===== config.mk =====
export PLATFORM = sky130hd
export DESIGN_NAME = memtap_port
export DESIGN_NICKNAME = d
export VERILOG_FILES = /design/src/rtl/memtap_pkg.sv /design/src/rtl/memtap_fsm.sv /design/src/rtl/memtap_ir.sv /design/src/rtl/memtap_dec.sv /design/src/rtl/memtap_dr.sv /design/src/rtl/memtap_port.sv
export SDC_FILE = /design/constraint.sdc
export NUM_CORES = 1
export LEC_CHECK = 0
export BUFFER_PORTS_ARGS = -buffer_cell sky130_fd_sc_hd__buf_2
export CAP_MARGIN = 20
export CORE_MARGIN = 1
export CORE_UTILIZATION = 30
export DETAILED_ROUTE_END_ITERATION = 6
export GPL_TIMING_DRIVEN = 0
export HOLD_SLACK_MARGIN = 0.1
export PLACE_DENSITY_LB_ADDON = 0.3
export SLEW_MARGIN = 15
export SYNTH_ARGS = -nofsm -noshare
export SYNTH_HDL_FRONTEND = slang
export SYNTH_HIERARCHICAL = 1
export SYNTH_SLANG_ARGS = --single-unit

===== constraint.sdc =====
create_clock -name tck -period 3.8 [get_ports tck]
set_input_delay 0.76 -clock tck [delete_from_list [all_inputs] [get_ports tck]]
set_output_delay 0.76 -clock tck [all_outputs]
set_load 0.02 [all_outputs]

===== src/rtl/memtap_pkg.sv =====
package memtap_pkg;

   typedef enum logic [3:0] {
      ST_RESET, ST_IDLE,
      ST_SEL_DR, ST_CAP_DR, ST_SH_DR, ST_EX1_DR, ST_PA_DR, ST_EX2_DR, ST_UPD_DR,
      ST_SEL_IR, ST_CAP_IR, ST_SH_IR, ST_EX1_IR, ST_PA_IR, ST_EX2_IR, ST_UPD_IR
   } tap_st_e;

   localparam int IR_W = 3;
   typedef logic [IR_W-1:0] ir_t;

   localparam ir_t OP_EXTEST = 3'b000;
   localparam ir_t OP_IDCODE = 3'b001;
   localparam ir_t OP_SAMPZ  = 3'b010;
   localparam ir_t OP_SAMPLE = 3'b100;
   localparam ir_t OP_BYPASS = 3'b111;

   typedef enum logic [1:0] {PATH_BYP, PATH_ID, PATH_BSR} path_e;

endpackage


===== src/rtl/memtap_fsm.sv =====
module memtap_fsm
   import memtap_pkg::*;
(
   input  logic    tck,
   input  logic    rst_n,
   input  logic    tms,
   output tap_st_e st
);

   tap_st_e nxt;

   always_comb begin
      unique case (st)
         ST_RESET:  nxt = tms ? ST_RESET  : ST_IDLE;
         ST_IDLE:   nxt = tms ? ST_SEL_DR : ST_IDLE;
         ST_SEL_DR: nxt = tms ? ST_SEL_IR : ST_CAP_DR;
         ST_CAP_DR: nxt = tms ? ST_EX1_DR : ST_SH_DR;
         ST_SH_DR:  nxt = tms ? ST_EX1_DR : ST_SH_DR;
         ST_EX1_DR: nxt = tms ? ST_UPD_DR : ST_PA_DR;
         ST_PA_DR:  nxt = tms ? ST_EX2_DR : ST_PA_DR;
         ST_EX2_DR: nxt = tms ? ST_UPD_DR : ST_SH_DR;
         ST_UPD_DR: nxt = tms ? ST_SEL_DR : ST_IDLE;
         ST_SEL_IR: nxt = tms ? ST_RESET  : ST_CAP_IR;
         ST_CAP_IR: nxt = tms ? ST_EX1_IR : ST_SH_IR;
         ST_SH_IR:  nxt = tms ? ST_EX1_IR : ST_SH_IR;
         ST_EX1_IR: nxt = tms ? ST_UPD_IR : ST_PA_IR;
         ST_PA_IR:  nxt = tms ? ST_EX2_IR : ST_PA_IR;
         ST_EX2_IR: nxt = tms ? ST_UPD_IR : ST_SH_IR;
         ST_UPD_IR: nxt = tms ? ST_SEL_DR : ST_IDLE;
         default:   nxt = ST_RESET;
      endcase
   end

   always_ff @(posedge tck or negedge rst_n) begin
      if (!rst_n) st <= ST_RESET;
      else        st <= nxt;
   end

endmodule


===== src/rtl/memtap_ir.sv =====
module memtap_ir
   import memtap_pkg::*;
(
   input  logic    tck,
   input  logic    rst_n,
   input  tap_st_e st,
   input  logic    tdi,
   output ir_t     cur,
   output logic    ir_sout
);

   localparam ir_t CAP_PAT = ir_t'(2'b01);

   ir_t sh;

   always_ff @(posedge tck or negedge rst_n) begin
      if (!rst_n) begin
         sh  <= '0;
         cur <= OP_IDCODE;
      end else begin
         unique case (st)
            ST_RESET:  cur <= OP_IDCODE;
            ST_CAP_IR: sh  <= CAP_PAT;
            ST_SH_IR:  sh  <= {tdi, sh[IR_W-1:1]};
            ST_UPD_IR: cur <= sh;
            default:   ;
         endcase
      end
   end

   assign ir_sout = sh[0];

endmodule


===== src/rtl/memtap_dec.sv =====
module memtap_dec
   import memtap_pkg::*;
(
   input  ir_t   cur,
   output path_e path,
   output logic  hiz
);

   always_comb begin
      hiz = 1'b0;
      unique case (cur)
         OP_EXTEST, OP_SAMPLE: path = PATH_BSR;
         OP_SAMPZ: begin
            path = PATH_BSR;
            hiz  = 1'b1;
         end
         OP_IDCODE: path = PATH_ID;
         default:   path = PATH_BYP;
      endcase
   end

endmodule


===== src/rtl/memtap_dr.sv =====
module memtap_dr
   import memtap_pkg::*;
#(
   parameter int          BSR_LEN = 16,
   parameter int          ID_W    = 32,
   parameter logic [31:0] ID_WORD = 32'h2B6D_4E10
) (
   input  logic               tck,
   input  logic               rst_n,
   input  tap_st_e            st,
   input  path_e              path,
   input  logic               tdi,
   input  logic [BSR_LEN-1:0] pins,
   output logic               dr_sout
);

   localparam logic [ID_W-1:0] ID_FIXED = {ID_WORD[ID_W-1:1], 1'b1};

   logic               byp_q;
   logic [ID_W-1:0]    id_q;
   logic [BSR_LEN-1:0] bsr_q;

   always_ff @(posedge tck or negedge rst_n) begin
      if (!rst_n) begin
         byp_q <= 1'b0;
         id_q  <= '0;
         bsr_q <= '0;
      end else if (st == ST_CAP_DR) begin
         byp_q <= 1'b0;
         id_q  <= ID_FIXED;
         bsr_q <= pins;
      end else if (st == ST_SH_DR) begin
         unique case (path)
            PATH_ID:  id_q  <= {tdi, id_q[ID_W-1:1]};
            PATH_BSR: bsr_q <= {tdi, bsr_q[BSR_LEN-1:1]};
            default:  byp_q <= tdi;
         endcase
      end
   end

   always_comb begin
      unique case (path)
         PATH_ID:  dr_sout = id_q[0];
         PATH_BSR: dr_sout = bsr_q[0];
         default:  dr_sout = byp_q;
      endcase
   end

endmodule


===== src/rtl/memtap_port.sv =====
module memtap_port
   import memtap_pkg::*;
#(
   parameter int          BSR_LEN  = 16,
   parameter int          ID_W     = 32,
   parameter logic [31:0] ID_WORD  = 32'h2B6D_4E10,
   parameter bit          USE_TRST = 1'b1
) (
   input  logic               tck,
   input  logic               trst_n,
   input  logic               tms,
   input  logic               tdi,
   input  logic [BSR_LEN-1:0] pin_vals,
   output logic               tdo,
   output logic               tdo_oe,
   output logic               hiz_force
);

   generate
      if (BSR_LEN < 2) begin : g_bad_bsr
         $error("memtap_port: BSR_LEN must be at least 2");
      end
      if (ID_W != 32) begin : g_bad_id
         $error("memtap_port: ID_W must be 32");
      end
   endgenerate

   logic rst_n;

   generate
      if (USE_TRST) begin : g_trst
         assign rst_n = trst_n;
      end else begin : g_no_trst
         assign rst_n = 1'b1;
      end
   endgenerate

   tap_st_e st;
   ir_t     cur_ir;
   path_e   path;
   logic    ir_sout;
   logic    dr_sout;

   memtap_fsm u_fsm (
      .tck   (tck),
      .rst_n (rst_n),
      .tms   (tms),
      .st    (st)
   );

   memtap_ir u_ir (
      .tck     (tck),
      .rst_n   (rst_n),
      .st      (st),
      .tdi     (tdi),
      .cur     (cur_ir),
      .ir_sout (ir_sout)
   );

   memtap_dec u_dec (
      .cur  (cur_ir),
      .path (path),
      .hiz  (hiz_force)
   );

   memtap_dr #(
      .BSR_LEN (BSR_LEN),
      .ID_W    (ID_W),
      .ID_WORD (ID_WORD)
   ) u_dr (
      .tck     (tck),
      .rst_n   (rst_n),
      .st      (st),
      .path    (path),
      .tdi     (tdi),
      .pins    (pin_vals),
      .dr_sout (dr_sout)
   );

   always_ff @(negedge tck or negedge rst_n) begin
      if (!rst_n) begin
         tdo    <= 1'b0;
         tdo_oe <= 1'b0;
      end else begin
         tdo    <= (st == ST_SH_IR) ? ir_sout : dr_sout;
         tdo_oe <= (st == ST_SH_IR) || (st == ST_SH_DR);
      end
   end

endmodule


; Yosys cells after proc, flatten, opt, wreduce, memory -nomap -nowiden
; Index checks and enable logic that the tools add are counted.
[op_classes]
eq_ne = 21
mux = 28
n_reduce_logical = 16
[ops]
columns = op, n
row1 = 2-to-1 mux 32 bit, 3
row2 = 2-to-1 mux 16 bit, 3
row3 = one-hot mux 4 bit (12 select lines), 1
row4 = == test 4 bit (second input constant), 8
row5 = == test 4 x 3 -> 1 bit (second input constant), 4
row6 = 2-to-1 mux 4 bit, 4
row7 = one-hot mux 3 bit (2 select lines), 2
row8 = nonzero test 2 bit, 5
row9 = == test 4 x 2 -> 1 bit (second input constant), 2
row10 = 2-to-1 mux 1 bit, 8
row11 = 2-to-1 mux 2 bit, 3
row12 = 2-to-1 mux 3 bit, 2
row13 = AND reduction 2 bit, 3
row14 = OR reduction 2 bit, 3
row15 = OR reduction 3 bit, 2
row16 = == test 4 x 1 -> 1 bit (second input constant), 1
row17 = logical NOT 4 bit, 1
row18 = one-hot mux 2 bit (2 select lines), 1
row19 = == test 3 x 1 -> 1 bit (second input constant), 1
row20 = == test 3 x 2 -> 1 bit (second input constant), 1
row21 = == test 3 bit (second input constant), 1
row22 = logical NOT 3 bit, 1
row23 = == test 2 x 1 -> 1 bit (second input constant), 1
row24 = == test 2 bit (second input constant), 1
row25 = other kinds (3), 3
[word_totals]
ff_bits = 61
in_bits = 20
output_inout_bits = 3
word_cells = 73

; Longest topological paths before layout
; Gate-level depths: netlist of the first run.
[logic_depth]
depth_word = 8
ltp_mapped = 7
ltp_nobuf = 6

; Hierarchy
; The synthesis of the first run kept the hierarchy.
[modules_own_cells]
columns = module, n_inst, cells_per_inst, area_per_inst_um2, seq_area_each_um2
row1 = memtap_dr, 1, 149, 2117.0, 1226.2
row2 = memtap_fsm, 1, 37, 314.1, 100.1
row3 = memtap_ir, 1, 29, 280.3, 151.4
row4 = memtap_port, 1, 6, 83.8, 50.0
row5 = memtap_dec, 1, 3, 20.0, 0.0

==> results of run 1 <==
==> Yosys cell counts (all sizes together) (3+ instances only) <==
library cell,number,area share [%]
buf,8,2.2
nand2,9,1.2
inv,10,1.3
o22a,15,4.7
a22o,16,5.0
o21ai,10,2.2
dfrtp,58,52
a21oi,15,2.9
mux2,31,12
o22ai,3,0.67
nor3b,4,1.1
nand3,3,0.53
nor2,5,0.93
==> power by group <==
part | switching, uW | internal [uW] | leakage (uW) | total [uW]
clock | 280 | 304 | 0.0000954 | 585
combinational | 521 | 596 | 0.000623 | 1120
sequential | 242 | 939 | 0.000753 | 1180
==> worst reg2reg max path: stages (launching register included) <==
cell and delay [ns]:
dfstp_2 0.55, nor3b_2 0.20, inv_1 0.07, ha_1 0.24, a22oi_1 0.18, o21ai_0 0.09
mux2_2 0.27
==> area by class of cell <==
| type | count | area [um^2] | area share (%) |
|---|---|---|---|
| plain buffers | 10 | 80.1 | 2.44 |
| clock buffers | 9 | 124 | 3.77 |
| clock inverters | 7 | 76.3 | 2.32 |
| inverters | 10 | 37.5 | 1.14 |
| multi-input cells | 143 | 1170 | 35.7 |
| flip-flops and latches | 61 | 1530 | 46.5 |
| well taps | 108 | 135 | 4.11 |
| repair buffers | 23 | 133 | 4.03 |
==> worst paths after layout <==
check / end / slack [ns] / start
min in group tck: u_dr/id_q[14]$_DFFE_PN0P_ / 0.49 / u_dr/id_q[14]$_DFFE_PN0P_
hold reg to reg: u_dr/id_q[14]$_DFFE_PN0P_ / 0.49 / u_dr/id_q[14]$_DFFE_PN0P_
hold / removal: u_dr/id_q[24]$_DFFE_PN0P_ / 0.33 / trst_n
max in group asynchronous: tdo$_DFF_NN0_ / 1.12 / trst_n
setup / recovery: tdo$_DFF_NN0_ / 0.13 / u_ir/cur[0]$_DFFE_PN1P_
setup reg to reg: tdo$_DFF_NN0_ / 0.13 / u_ir/cur[0]$_DFFE_PN1P_
==> sequential cells by signal, indices dropped and copies added (netlist names) <==
name / flops
u_ir/sh: 3
u_ir/cur: 3
tdo_oe: 1
u_fsm/st: 4
u_dr/id_q: 32
u_dr/byp_q: 1
u_dr/bsr_q: 16
tdo: 1
==> routing by layer <==
metal  global-route usage, %  wire (um)  part of all wire (%)
met1                    17.2       2700                    50
met2                    17.7       2470                    45
met3                    5.39        222                   4.1
met4                    4.13         59                   1.1
met5                       0          0                     0
==> per-stage QoR <==
| stage | setup TNS, ns | setup WS, ns |
|---|---|---|
| final | 0 | 0.130 |
| after global placement | -0.116 | -0.0594 |
| after floorplan | 0 | 0.218 |
| after CTS | 0 | 0.0960 |
| after detailed placement | 0 | 0.0342 |
| after global routing | 0 | 0.0464 |
==> cells by family (layout without fill, tap and decap cells) <==
kind of cell    after synthesis  after routing  share of synthesized area, %
compound gates               67             67                          17.8
flops                        61             61                          54.3
mux                          31             31                          12.4
buf+inv                      20             59                          4.18
fa+ha+maj                     2              2                         0.889
simple gates                 43             43                          10.5
==> repair_timing <==
item / CTS / global route
endpoints found under the hold margin: 0 / 0
setup endpoints to repair: 1 / 0
gates resized for setup: 1 / 0
==> metrics.csv, run 1 <==
stage,metric,value,unit
grt,antenna_found_initial,0,
synthesis,synthesis.nets,246,
power_and_ir_drop,p_per_area,877,mW/mm^2
die,dieArea,0.00978,mm^2
placement,portBuffers,22,
critical_path,reg2reg_depth,6,
die,io_pins,23,
critical_path,cp-start-kind,flop,
power_and_ir_drop,peakVddDrop,0.384,mV
worst_hold_path,hp-class,primary input to asynchronous set/reset pin,
die,die_h,98.9,um
synthesis,yosys_warnings,6,
detailed_routing,drt-wirelength-per-cell,14.7,um
timing,worst_pin_slew,0.668,ns
cts,clock_tree.root_cell,clkbuf_8,
synthesis,ys_seq_elements,61,
critical_path,required,2.07,ns
cts,post_cts_buffers,0,
finish,final_cell_mix,"dfrtp_1, mux2_2, buf_2",
placement,dpl.hpwl,3500,um
finish,fin_util,37.0,%
die,initial_utilization,31.7,%
power_and_ir_drop,total_power,2880,uW
finish,antenna_cells,0,
critical_path,path_class,flop to flop,
grt,overflow,0,
timing,report.final.slew_viol_count,0,
synthesis,async_reset_ff_share,100,%
critical_path,cp_slowest_cell,dfstp_2,
finish,layout_commonest_cell,dfrtp_1,
die,die_w,98.9,um
synthesis,yosys.cell_types.count,49,
timing,max_slew_margin,55.5,%
grt,grt_pass1_wl,9330,um
die,coreArea,0.00889,mm^2
cts,htreeDepth,3,
grt,grt.total_usage,12.5,%
synthesis,synth_edf_count,0,
critical_path,critical_path_buf_inv_count,1,
timing,hold_viol,0,
finish,drive_above_1_share,35.0,%
finish,syn2layout_area_growth,16.8,%
detailed_routing,vias_per_cell,5.08,
finish,final_nets,280,
cts,clk_latency,0.34,ns
cts,cts_hold_buf,0,
placement,placed_cell_area,0.00308,mm^2
detailed_routing,first_iter_violations,69,
placement,dp.cells,355,
critical_path,critPathTopFamily,flip-flops,
critical_path,crit_chain,nor3b_2 -> inv_1 -> ha_1 -> a22oi_1 -> o21ai_0 -> mux2_2,
grt,grt_max_degree,35,
detailed_routing,ant_nets,0,
cts,numCtsBuffers,9,
grt,grt_pass1_vias,1857,
synthesis,synth-seq-area-share,54.3,%
cts,clockBufferDepth,2,
detailed_routing,drt_first_pass_iters,4,
detailed_routing,drt-total-wl,5450,um
critical_path,endpoint_kind,flop,
synthesis,netlist_instances,224,
timing,finClkSkew,0.0158,ns
critical_path,cp.depth,6,
synthesis,ys.flop_type,dfrtp_1,
critical_path,arrival,1.94,ns
flow_run,cap_violations,0,
die,rows,34,
timing,setup_viol,0,
critical_path,max_stage_delay,0.55,ns
cts,path_clk_slew,0.08,ns
critical_path,crit_fanout,4,
synthesis,syn_area_per_cell,12.6,um^2
finish,stdcell_area,0.00329,mm^2
timing,rsz0062_at_grt,false,
cts,tritoncts,yes,
power_and_ir_drop,p_leak,0.00147,uW
finish,fillerInstances,867,
detailed_routing,drc,0,
placement,gp_congestion,0.695,
cts,clkSinkCount,61,
outcome,status,completed,
synthesis,netlist_area,0.00282,mm^2
finish,layout.cells.non_filler,371,
detailed_routing,via_count,1885,
timing,whs,0.334,ns
Note: power is estimated with default switching activity, not from simulation.
==> run 2: changes to the inputs <==
Settings changed: PLACE_DENSITY from default to 0.55, PLACE_DENSITY_LB_ADDON 0.3 to default.
==> metrics.csv, run 2 (synthesis gave the netlist of run 1 again) <==
stage,metric,value,unit
outcome,status,completed,
flow_run,cap_violations,0,
cts,htreeDepth,3,
cts,clkSinkCount,61,
timing,layout_setup_ws,0.115,ns
power_and_ir_drop,total_power,2880,uW
finish,ff_latch_area,0.00153,mm^2
cts,path_clk_slew,0.08,ns
critical_path,crit-reg2reg-launch,u_ir/cur[0]$_DFFE_PN1P_,
timing,worst_pin_slew,0.690,ns
die,coreArea,0.00889,mm^2
detailed_routing,drt-total-wl,5380,um
timing,hold_viol,0,
timing,report.final.slew_viol_count,0,
finish,largest_register,u_dr/id_q,
power_and_ir_drop,p_leak,0.00147,uW
critical_path,crit_fanout,4,
critical_path,path_class,flop to flop,
critical_path,endpoint_kind,flop,
power_and_ir_drop,switchingPower,1040,uW
finish,fillerInstances,876,
grt,grt.total_usage,13.0,%
placement,portBuffers,22,
cts,cts_hold_buf,0,
grt,grt_pass1_wl,9800,um
finish,largest_register_ff_count,32,
detailed_routing,first_iter_violations,79,
finish,final_nets,280,
finish,final_cell_mix,"dfrtp_1, mux2_2, buf_2",
power_and_ir_drop,p_seq_share,41.3,%
finish,layout_commonest_cell,dfrtp_1,
critical_path,arrival,1.96,ns
die,io_pins,23,
timing,max_slew_margin,54.0,%
detailed_routing,ant_nets,0,
detailed_routing,drc,0,
power_and_ir_drop,pwr-share-comb,38.6,%
placement,placed_cell_area,0.00308,mm^2
finish,multiInputGateArea,0.00117,mm^2
power_and_ir_drop,peakVddDrop,0.305,mV
die,rows,34,
grt,grt_pass1_vias,1956,
power_and_ir_drop,internal_power,1840,uW
placement,dpl.hpwl,3490,um
critical_path,required,2.07,ns
critical_path,cp-start-kind,flop,
grt,antenna_found_initial,0,
finish,antenna_cells,0,
grt,grt_max_degree,42,
cts,post_cts_buffers,0,
timing,setup_viol,0,
detailed_routing,vias_per_cell,5.03,
detailed_routing,drt-wirelength-per-cell,14.5,um
worst_hold_path,hp-class,primary input to asynchronous set/reset pin,
finish,top_regs,"u_dr/id_q x32, u_dr/bsr_q x16, u_fsm/st x4",
finish,syn2layout_area_growth,16.8,%
cts,clock_tree.root_cell,clkbuf_8,
detailed_routing,drt_first_pass_iters,6,
power_and_ir_drop,clock_power_share,20.1,%
die,die_h,98.9,um
die,die_w,98.9,um
critical_path,reg2reg_depth,6,
cts,clk_latency,0.34,ns
critical_path,regToRegSetupSlack,0.12,ns
critical_path,reg2reg_to,tdo$_DFF_NN0_,
power_and_ir_drop,p_per_area,875,mW/mm^2
cts,clockBufferDepth,2,
finish,drive_above_1_share,35.0,%
die,dieArea,0.00978,mm^2
die,initial_utilization,31.7,%
cts,numCtsBuffers,9,
finish,stdcell_area,0.00329,mm^2
placement,gp_congestion,0.699,
power_and_ir_drop,p_sw_share,36.1,%
timing,rsz0062_at_grt,false,
cts,tritoncts,yes,
placement,pre_cts_ws,0.0197,ns
detailed_routing,via_count,1866,
timing,finClkSkew,0.0171,ns
timing,whs,0.308,ns
grt,overflow,0,
==> run 2: cell types whose count changed in the layout (fill, tap and decap cells not counted) <==
cell	previous run	this run
clkinv_4	3	1
clkinvlp_4	2	3
inv_6	0	1
==> run 2: power groups by stage <==
stage | sequential [uW] | combinational [uW] | clock (uW)
floorplan | 1130 | 911 | 0
global placement | 1190 | 1090 | 0
detailed placement | 1200 | 1120 | 0
CTS | 1190 | 1120 | 602
global route | 1240 | 1240 | 633
finish | 1190 | 1110 | 578
==> run 2: cell type report <==
| type | instances | share of cell area [%] |
|---|---|---|
| Clock inverter | 7 | 2.28 |
| Buffer | 10 | 2.44 |
| Multi-Input combinational cell | 143 | 35.7 |
| Inverter | 10 | 1.14 |
| Tap cell | 108 | 4.11 |
| Clock buffer | 9 | 3.77 |
| Sequential cell | 61 | 46.5 |
| Timing Repair Buffer | 23 | 4.04 |
==> run 2: per-stage QoR <==
| stage | cells | utilization [%] | TNS [ns] |
|---|---|---|---|
| floorplan | 224 | - | 0 |
| CTS | 371 | 37.0 | 0 |
| detailed placement | 355 | 34.7 | 0 |
| finish | 371 | 37.0 | 0 |
| global placement | 354 | 34.4 | -0.0977 |
| global route | 371 | 37.0 | 0 |
==> run 2: worst max-delay path: stages (launching register included) <==
cell	delay, ns
dfstp_2	0.56
nor3b_2	0.20
inv_1	0.07
ha_1	0.24
a22oi_1	0.17
o21ai_0	0.12
mux2_2	0.27
==> run 2: worst max-delay path by stage <==
stage	start	to	slack, ns	cells past startpoint
after CTS	u_ir/cur[0]$_DFFE_PN1P_	tdo$_DFF_NN0_	0.1	6
final	u_ir/cur[0]$_DFFE_PN1P_	tdo$_DFF_NN0_	0.12	6
after detailed placement	u_ir/cur[0]$_DFFE_PN1P_	tdo$_DFF_NN0_	0.02	6
after global routing	u_ir/cur[0]$_DFFE_PN1P_	tdo$_DFF_NN0_	0.04	6
after floorplan	u_ir/cur[0]$_DFFE_PN1P_	tdo$_DFF_NN0_	0.22	6
after global placement	trst_n	tdo_oe$_DFF_NN0_	-0.05	1
==> run 2: repair_timing <==
item	4_1_cts	5_1_grt
hold endpoints to repair	0	0
resized for setup	1	0
endpoints found under the setup margin	1	0
==> run 2: per-layer routing <==
layer	vias up	share of wire (%)	GRT usage, %
li1	907	-	-
met1	918	50	17.8
met2	36	46	18.5
met3	5	3.6	4.33
met4	0	0.82	5.86
met5	-	0	0
